`src/rtl/uart_irq_pkg.sv`:
```
package uart_irq_pkg;

  // Identification codes reported by the arbiter
  localparam logic [3:0] ID_NONE = 4'b0001;
  localparam logic [3:0] ID_RLS  = 4'b0110;
  localparam logic [3:0] ID_RDA  = 4'b0100;
  localparam logic [3:0] ID_TMO  = 4'b1100;
  localparam logic [3:0] ID_THRE = 4'b0010;
  localparam logic [3:0] ID_MS   = 4'b0000;

  // Enable bit positions
  localparam int IE_RX   = 0;
  localparam int IE_THRE = 1;
  localparam int IE_LS   = 2;
  localparam int IE_MS   = 3;

  localparam logic [3:0] IIR_UPPER = 4'b1100;

  // Start bit plus data bits (5..8) of one character, stop bit excluded
  function automatic logic [3:0] hold_len(input logic [1:0] len_code);
    return 4'd6 + {2'b00, len_code};
  endfunction

  // Fixed-priority pick over the masked sources
  function automatic logic [3:0] pick_id(input logic rls, input logic rda,
                                         input logic tmo, input logic thre,
                                         input logic ms);
    if (rls)       return ID_RLS;
    else if (rda)  return ID_RDA;
    else if (tmo)  return ID_TMO;
    else if (thre) return ID_THRE;
    else if (ms)   return ID_MS;
    else           return ID_NONE;
  endfunction

endpackage

```
`src/rtl/uart_irq_thre_gate.sv`:
```
module uart_irq_thre_gate
  import uart_irq_pkg::*;
#(
  parameter int BLK_W = 4
) (
  input  logic             clk,
  input  logic             rst_n,
  input  logic             wr_thr,
  input  logic             bit_tick,
  input  logic             tx_empty,
  input  logic [1:0]       len_code,
  output logic             thre_st,
  output logic             thre_rise,
  output logic [BLK_W-1:0] blk_cnt
);

  logic thre_d;
  logic blk_done;

  assign blk_done = (blk_cnt == '0);

  // Hold-off counter: loaded on a write, counts bit times down
  always_ff @(posedge clk or negedge rst_n) begin
    if (!rst_n) begin
      blk_cnt <= '0;
    end else if (wr_thr) begin
      blk_cnt <= BLK_W'(hold_len(len_code));
    end else if (bit_tick && !blk_done) begin
      blk_cnt <= blk_cnt - 1'b1;
    end
  end

  // Status bit: cleared only by a write, set once the window has elapsed
  always_ff @(posedge clk or negedge rst_n) begin
    if (!rst_n) begin
      thre_st <= 1'b1;
      thre_d  <= 1'b1;
    end else begin
      thre_d <= thre_st;
      if (wr_thr) begin
        thre_st <= 1'b0;
      end else if (tx_empty && blk_done) begin
        thre_st <= 1'b1;
      end
    end
  end

  assign thre_rise = thre_st & ~thre_d;

endmodule

```
`src/rtl/uart_irq_sources.sv`:
```
module uart_irq_sources
  import uart_irq_pkg::*;
#(
  parameter int CNT_W = 5,
  parameter int MS_W  = 4
) (
  input  logic             clk,
  input  logic             rst_n,
  input  logic             ls_err,
  input  logic [CNT_W-1:0] rx_count,
  input  logic [CNT_W-1:0] rx_trig,
  input  logic             tmo_tick,
  input  logic [MS_W-1:0]  ms_delta,
  input  logic             rd_lsr,
  input  logic             rd_rbr,
  input  logic             rd_msr,
  input  logic             rd_iir,
  input  logic             wr_thr,
  input  logic             thre_st,
  input  logic             thre_rise,
  input  logic             ie_thre,
  input  logic [3:0]       cur_id,
  output logic             rls_p,
  output logic             rda_p,
  output logic             tmo_p,
  output logic             thre_p,
  output logic             ms_p,
  output logic [MS_W-1:0]  ms_flags
);

  logic rx_nonempty;
  logic tmo_q;
  logic ie_thre_d;
  logic thre_set;
  logic thre_clr;

  assign rx_nonempty = (rx_count != '0);

  // Line status: an error event sets, a status read clears
  always_ff @(posedge clk or negedge rst_n) begin
    if (!rst_n)      rls_p <= 1'b0;
    else if (ls_err) rls_p <= 1'b1;
    else if (rd_lsr) rls_p <= 1'b0;
  end

  // Data available is a level compare
  assign rda_p = rx_nonempty && (rx_count >= rx_trig);

  // Timeout: accepted only with data present, cleared by a buffer read
  always_ff @(posedge clk or negedge rst_n) begin
    if (!rst_n)                          tmo_q <= 1'b0;
    else if (tmo_tick && rx_nonempty)    tmo_q <= 1'b1;
    else if (rd_rbr)                     tmo_q <= 1'b0;
  end
  assign tmo_p = tmo_q && rx_nonempty;

  // Transmit empty: cleared by a read only when it is the reported code
  assign thre_set = thre_rise || (ie_thre && !ie_thre_d && thre_st);
  assign thre_clr = wr_thr || (rd_iir && (cur_id == ID_THRE)) || !thre_st;

  always_ff @(posedge clk or negedge rst_n) begin
    if (!rst_n) begin
      thre_p    <= 1'b0;
      ie_thre_d <= 1'b0;
    end else begin
      ie_thre_d <= ie_thre;
      if (thre_set)      thre_p <= 1'b1;
      else if (thre_clr) thre_p <= 1'b0;
    end
  end

  // Modem change flags: sticky per line, cleared by a status read
  always_ff @(posedge clk or negedge rst_n) begin
    if (!rst_n) ms_flags <= '0;
    else        ms_flags <= (ms_flags & ~{MS_W{rd_msr}}) | ms_delta;
  end
  assign ms_p = |ms_flags;

endmodule

```
`src/rtl/uart_irq_prio.sv`:
```
module uart_irq_prio
  import uart_irq_pkg::*;
(
  input  logic       clk,
  input  logic       rst_n,
  input  logic [3:0] ier,
  input  logic       rls_p,
  input  logic       rda_p,
  input  logic       tmo_p,
  input  logic       thre_p,
  input  logic       ms_p,
  output logic       irq_q,
  output logic [3:0] id_q
);

  logic m_rls, m_rda, m_tmo, m_thre, m_ms;

  assign m_rls  = rls_p  & ier[IE_LS];
  assign m_rda  = rda_p  & ier[IE_RX];
  assign m_tmo  = tmo_p  & ier[IE_RX];
  assign m_thre = thre_p & ier[IE_THRE];
  assign m_ms   = ms_p   & ier[IE_MS];

  always_ff @(posedge clk or negedge rst_n) begin
    if (!rst_n) begin
      irq_q <= 1'b0;
      id_q  <= ID_NONE;
    end else begin
      irq_q <= m_rls | m_rda | m_tmo | m_thre | m_ms;
      id_q  <= pick_id(m_rls, m_rda, m_tmo, m_thre, m_ms);
    end
  end

endmodule

```
`src/rtl/uart_irq_arbiter.sv`:
```
module uart_irq_arbiter
  import uart_irq_pkg::*;
#(
  parameter int CNT_W = 5,
  parameter int BLK_W = 4
) (
  input  logic             clk,
  input  logic             rst_n,
  input  logic [3:0]       ier_i,
  input  logic [1:0]       len_code_i,
  input  logic             ls_err_i,
  input  logic [CNT_W-1:0] rx_count_i,
  input  logic [CNT_W-1:0] rx_trig_i,
  input  logic             tmo_tick_i,
  input  logic             tx_empty_i,
  input  logic             bit_tick_i,
  input  logic [3:0]       ms_delta_i,
  input  logic             rd_iir_i,
  input  logic             rd_lsr_i,
  input  logic             rd_msr_i,
  input  logic             rd_rbr_i,
  input  logic             wr_thr_i,
  output logic             irq_o,
  output logic [3:0]       irq_id_o,
  output logic [7:0]       iir_rdata_o,
  output logic             thre_o
);

  localparam int MS_W = 4;

  logic             thre_st;
  logic             thre_rise;
  logic [BLK_W-1:0] blk_cnt;
  logic             rls_p, rda_p, tmo_p, thre_p, ms_p;
  logic [MS_W-1:0]  ms_flags;

  uart_irq_thre_gate #(.BLK_W(BLK_W)) u_gate (
    .clk      (clk),
    .rst_n    (rst_n),
    .wr_thr   (wr_thr_i),
    .bit_tick (bit_tick_i),
    .tx_empty (tx_empty_i),
    .len_code (len_code_i),
    .thre_st  (thre_st),
    .thre_rise(thre_rise),
    .blk_cnt  (blk_cnt)
  );

  uart_irq_sources #(.CNT_W(CNT_W), .MS_W(MS_W)) u_src (
    .clk      (clk),
    .rst_n    (rst_n),
    .ls_err   (ls_err_i),
    .rx_count (rx_count_i),
    .rx_trig  (rx_trig_i),
    .tmo_tick (tmo_tick_i),
    .ms_delta (ms_delta_i),
    .rd_lsr   (rd_lsr_i),
    .rd_rbr   (rd_rbr_i),
    .rd_msr   (rd_msr_i),
    .rd_iir   (rd_iir_i),
    .wr_thr   (wr_thr_i),
    .thre_st  (thre_st),
    .thre_rise(thre_rise),
    .ie_thre  (ier_i[IE_THRE]),
    .cur_id   (irq_id_o),
    .rls_p    (rls_p),
    .rda_p    (rda_p),
    .tmo_p    (tmo_p),
    .thre_p   (thre_p),
    .ms_p     (ms_p),
    .ms_flags (ms_flags)
  );

  uart_irq_prio u_prio (
    .clk   (clk),
    .rst_n (rst_n),
    .ier   (ier_i),
    .rls_p (rls_p),
    .rda_p (rda_p),
    .tmo_p (tmo_p),
    .thre_p(thre_p),
    .ms_p  (ms_p),
    .irq_q (irq_o),
    .id_q  (irq_id_o)
  );

  assign thre_o      = thre_st;
  assign iir_rdata_o = {IIR_UPPER, irq_id_o};

endmodule

```
`config.mk`:
```
export PLATFORM = sky130hd
export DESIGN_NAME = uart_irq_arbiter
export DESIGN_NICKNAME = d
export VERILOG_FILES = /design/src/rtl/uart_irq_pkg.sv /design/src/rtl/uart_irq_thre_gate.sv /design/src/rtl/uart_irq_sources.sv /design/src/rtl/uart_irq_prio.sv /design/src/rtl/uart_irq_arbiter.sv
export SDC_FILE = /design/constraint.sdc
export NUM_CORES = 1
export LEC_CHECK = 0
export ABC_AREA = 0
export BUFFER_PORTS_ARGS = -buffer_cell sky130_fd_sc_hd__buf_4
export CAP_MARGIN = 20
export CORE_MARGIN = 5
export CORE_UTILIZATION = 40
export CTS_BUF_LIST = sky130_fd_sc_hd__clkbuf_16
export DETAILED_ROUTE_END_ITERATION = 8
export PLACE_DENSITY = 0.7
export SYNTH_ARGS = -nofsm -noshare
export SYNTH_HDL_FRONTEND = slang
export SYNTH_HIERARCHICAL = 1
export SYNTH_SLANG_ARGS = --single-unit
```
`constraint.sdc`:
```
create_clock -name clk -period 2 [get_ports clk]
set_input_delay 0.4 -clock clk [delete_from_list [all_inputs] [get_ports clk]]
set_output_delay 0.4 -clock clk [all_outputs]
set_load 0.05 [all_outputs]
```
==> impl_metrics.json <==
{
  "status": "complete, no violations",
  "arrival_ps": 1780,
  "hold_buffers": 0,
  "n_antenna_cell": 0,
  "synth_edf_count": 0,
  "async_reset_ff_share_pct": 100.0,
  "vias": 810,
  "start_util_pct": 41.23,
  "ys_warn_count": 6,
  "reg2reg_slack_ps": 350,
  "cp-end-kind": "register",
  "finClkSkew_ps": 3.241,
  "row_count": 18,
  "synth.avg_cell_area_um2": 10.33,
  "clk_latency_ps": 250,
  "ant_nets": 0,
  "die_x_um": 60.31,
  "viasPerCell": 4.880,
  "htree_levels": 1,
  "criticalPathCategory": "reg2reg",
  "hold_ws_ps": 10.20,
  "postCtsSetupBuffers": 0,
  "portBuffers": 40,
  "rr_endpoint": "u_gate/blk_cnt[0]$_DFFE_PN0P_",
  "start_kind": "register",
  "syn_to_final_growth_pct": 36.09,
  "slew_viol_final": 0,
  "wl_per_cell_um": 12.58,
  "synth_seq_cells": 19,
  "max_freq_ghz": 0.6065,
  "hold_path_class": "in2async",
  "cts_sinks": 19,
  "reg2reg_depth": 5,
  "place_hpwl_um": 1771,
  "numCtsBuffers": 3,
  "finalSetupViolCount": 0,
  "num-nets-final": 174,
  "place_congestion": 0.7491,
  "cts_tree": "done",
  "grt_max_degree": 20,
  "finalNonFillerCells": 166,
  "first_pass_iters": 4,
  "layout_commonest_cell": "buf_4",
  "drive_above_1_share_pct": 40.44,
  "ioPinCount": 45,
  "netlist_instances": 98,
  "syn_area_um2": 1012,
  "coreArea_um2": 2455,
  "final.setup.worst_slack_ps": 351.2,
  "powerDensity_nw_per_um2": 787.2,
  "wl_um": 2089,
  "die_area_um2": 3637,
  "fin_tns_setup_ps": 0,
  "drt_iter0_drc": 11,
  "p_leak_nw": 0.7042,
  "clockBufferDepth": 2,
  "synth_seq_area_share_pct": 47.34,
  "die_h_um": 60.31,
  "drc_errors": 0,
  "layout_common_cells": "buf_4, dfrtp_1, inv_1",
  "timing.final.crit_share_pct": 82.44,
  "grtUsageTotal_pct": 12.81,
  "cts-root-buf": "clkbuf_16",
  "post-place-ws_ps": 125.1,
  "cts_resized": 0,
  "peakVddDrop_mv": 0.7149,
  "antenna_found_initial": 0,
  "finalHoldViolations": 0,
  "cp_max_fo": 5,
  "grt_first_pass_wirelength_um": 3450,
  "synth.distinct_cells": 36,
  "grt_pass1_vias": 833,
  "grt_overflow": 0,
  "yosys_most_used_dff": "dfrtp_1",
  "min_period_ps": 1649,
  "rsz0062_at_grt": "no",
  "placed_cells": 162,
  "drv_cap": 0,
  "clk_pin_slew_ps": 50,
  "cp.required_ps": 2130,
  "reg2reg_from": "u_gate/blk_cnt[0]$_DFFE_PN0P_"
}
-- per-layer routing --
layer | share of wire, % | track usage (%) | up-vias
met1 | 37 | 13.19 | 376
met3 | 7.8 | 3.888 | 2
met5 | 0 | 0 | -
met4 | 1.3 | 4.747 | 0
li1 | - | - | 405
met2 | 54 | 24.07 | 27
-- worst max-delay path: stages (launching register included) --
cell and delay [ps]:
dfrtp_1 380, inv_1 90, ha_1 230, or3b_4 420, and3_4 190, o31a_1 220
-- worst max-delay path by stage --
stage | startpoint | endpoint | slack (ps) | depth (start not counted)
6_report | u_gate/blk_cnt[0]$_DFFE_PN0P_ | u_gate/blk_cnt[0]$_DFFE_PN0P_ | 350 | 5
5_1_grt | u_gate/blk_cnt[0]$_DFFE_PN0P_ | u_gate/blk_cnt[0]$_DFFE_PN0P_ | 240 | 5
4_1_cts | u_gate/blk_cnt[0]$_DFFE_PN0P_ | u_gate/blk_cnt[0]$_DFFE_PN0P_ | 350 | 5
3_5_place_dp | rx_count_i[0] | u_prio/id_q[1]$_DFF_PN0_ | 130 | 9
3_3_place_gp | rx_count_i[0] | u_prio/id_q[1]$_DFF_PN0_ | 180 | 9
2_1_floorplan | rx_count_i[0] | u_prio/id_q[1]$_DFF_PN0_ | 350 | 8
-- through the flow --
step           total power [mW]  util, %  cell area [um2]
6_report                  1.084    56.12             1378
5_1_grt                   1.137    56.12             1378
4_1_cts                   1.097    56.12             1378
3_5_place_dp             0.6962    52.85             1297
3_3_place_gp             0.6884    52.85             1297
2_1_floorplan            0.6070        -             1020
-- power breakdown --
part / switching [mW] / total [mW] / internal [mW]
Clock: 0.129 / 0.397 / 0.267
Combinational: 0.142 / 0.248 / 0.106
Sequential: 0.0225 / 0.439 / 0.417
Total: 0.294 / 1.08 / 0.790
-- area by class of cell --
type | count | area (um2)
Fill cell | 220 | 1077
Inverter | 10 | 37.54
Multi-Input combinational cell | 63 | 442.9
Clock buffer | 3 | 75.07
Clock inverter | 1 | 5.005
Timing Repair Buffer | 40 | 300.3
Tap cell | 30 | 37.54
Sequential cell | 19 | 479.2
-- synthesized netlist by cell type, types with 2 or more instances --
library cell  instances  share of area (%)
nand2_1               6                2.2
dfrtp_1              16                 40
ha_1                  6                7.4
nor2_1                6                2.2
nand2b_1              3                1.9
buf_4                 8                5.9
o21ai_0               3                1.5
conb_1                2               0.74
inv_1                10                3.7
a21oi_1               6                3.0
dfstp_2               3                7.8
a21o_1                5                3.7
-- cells by family after synthesis --
family | Yosys count | synth area share (%)
and+or+nand+nor | 28 | 17.31
AOI/OAI and AO/OA | 24 | 16.44
DFF | 19 | 47.34
buffers and inverters | 18 | 9.642
adders and majority gates | 6 | 7.416
other | 2 | 0.7419
muxes | 1 | 1.112
-- flip-flops by register name (all words and copies together), names as in the netlist --
name and flops:
u_gate/blk_cnt 4, u_src/rls_p 1, u_src/thre_p 1, u_prio/id_q 4, u_src/ie_thre_d 1, u_gate/thre_st 1
u_prio/irq_q 1, u_src/tmo_q 1, u_src/ms_flags 4, u_gate/thre_d 1
Note: power is estimated with default switching activity, not from simulation.
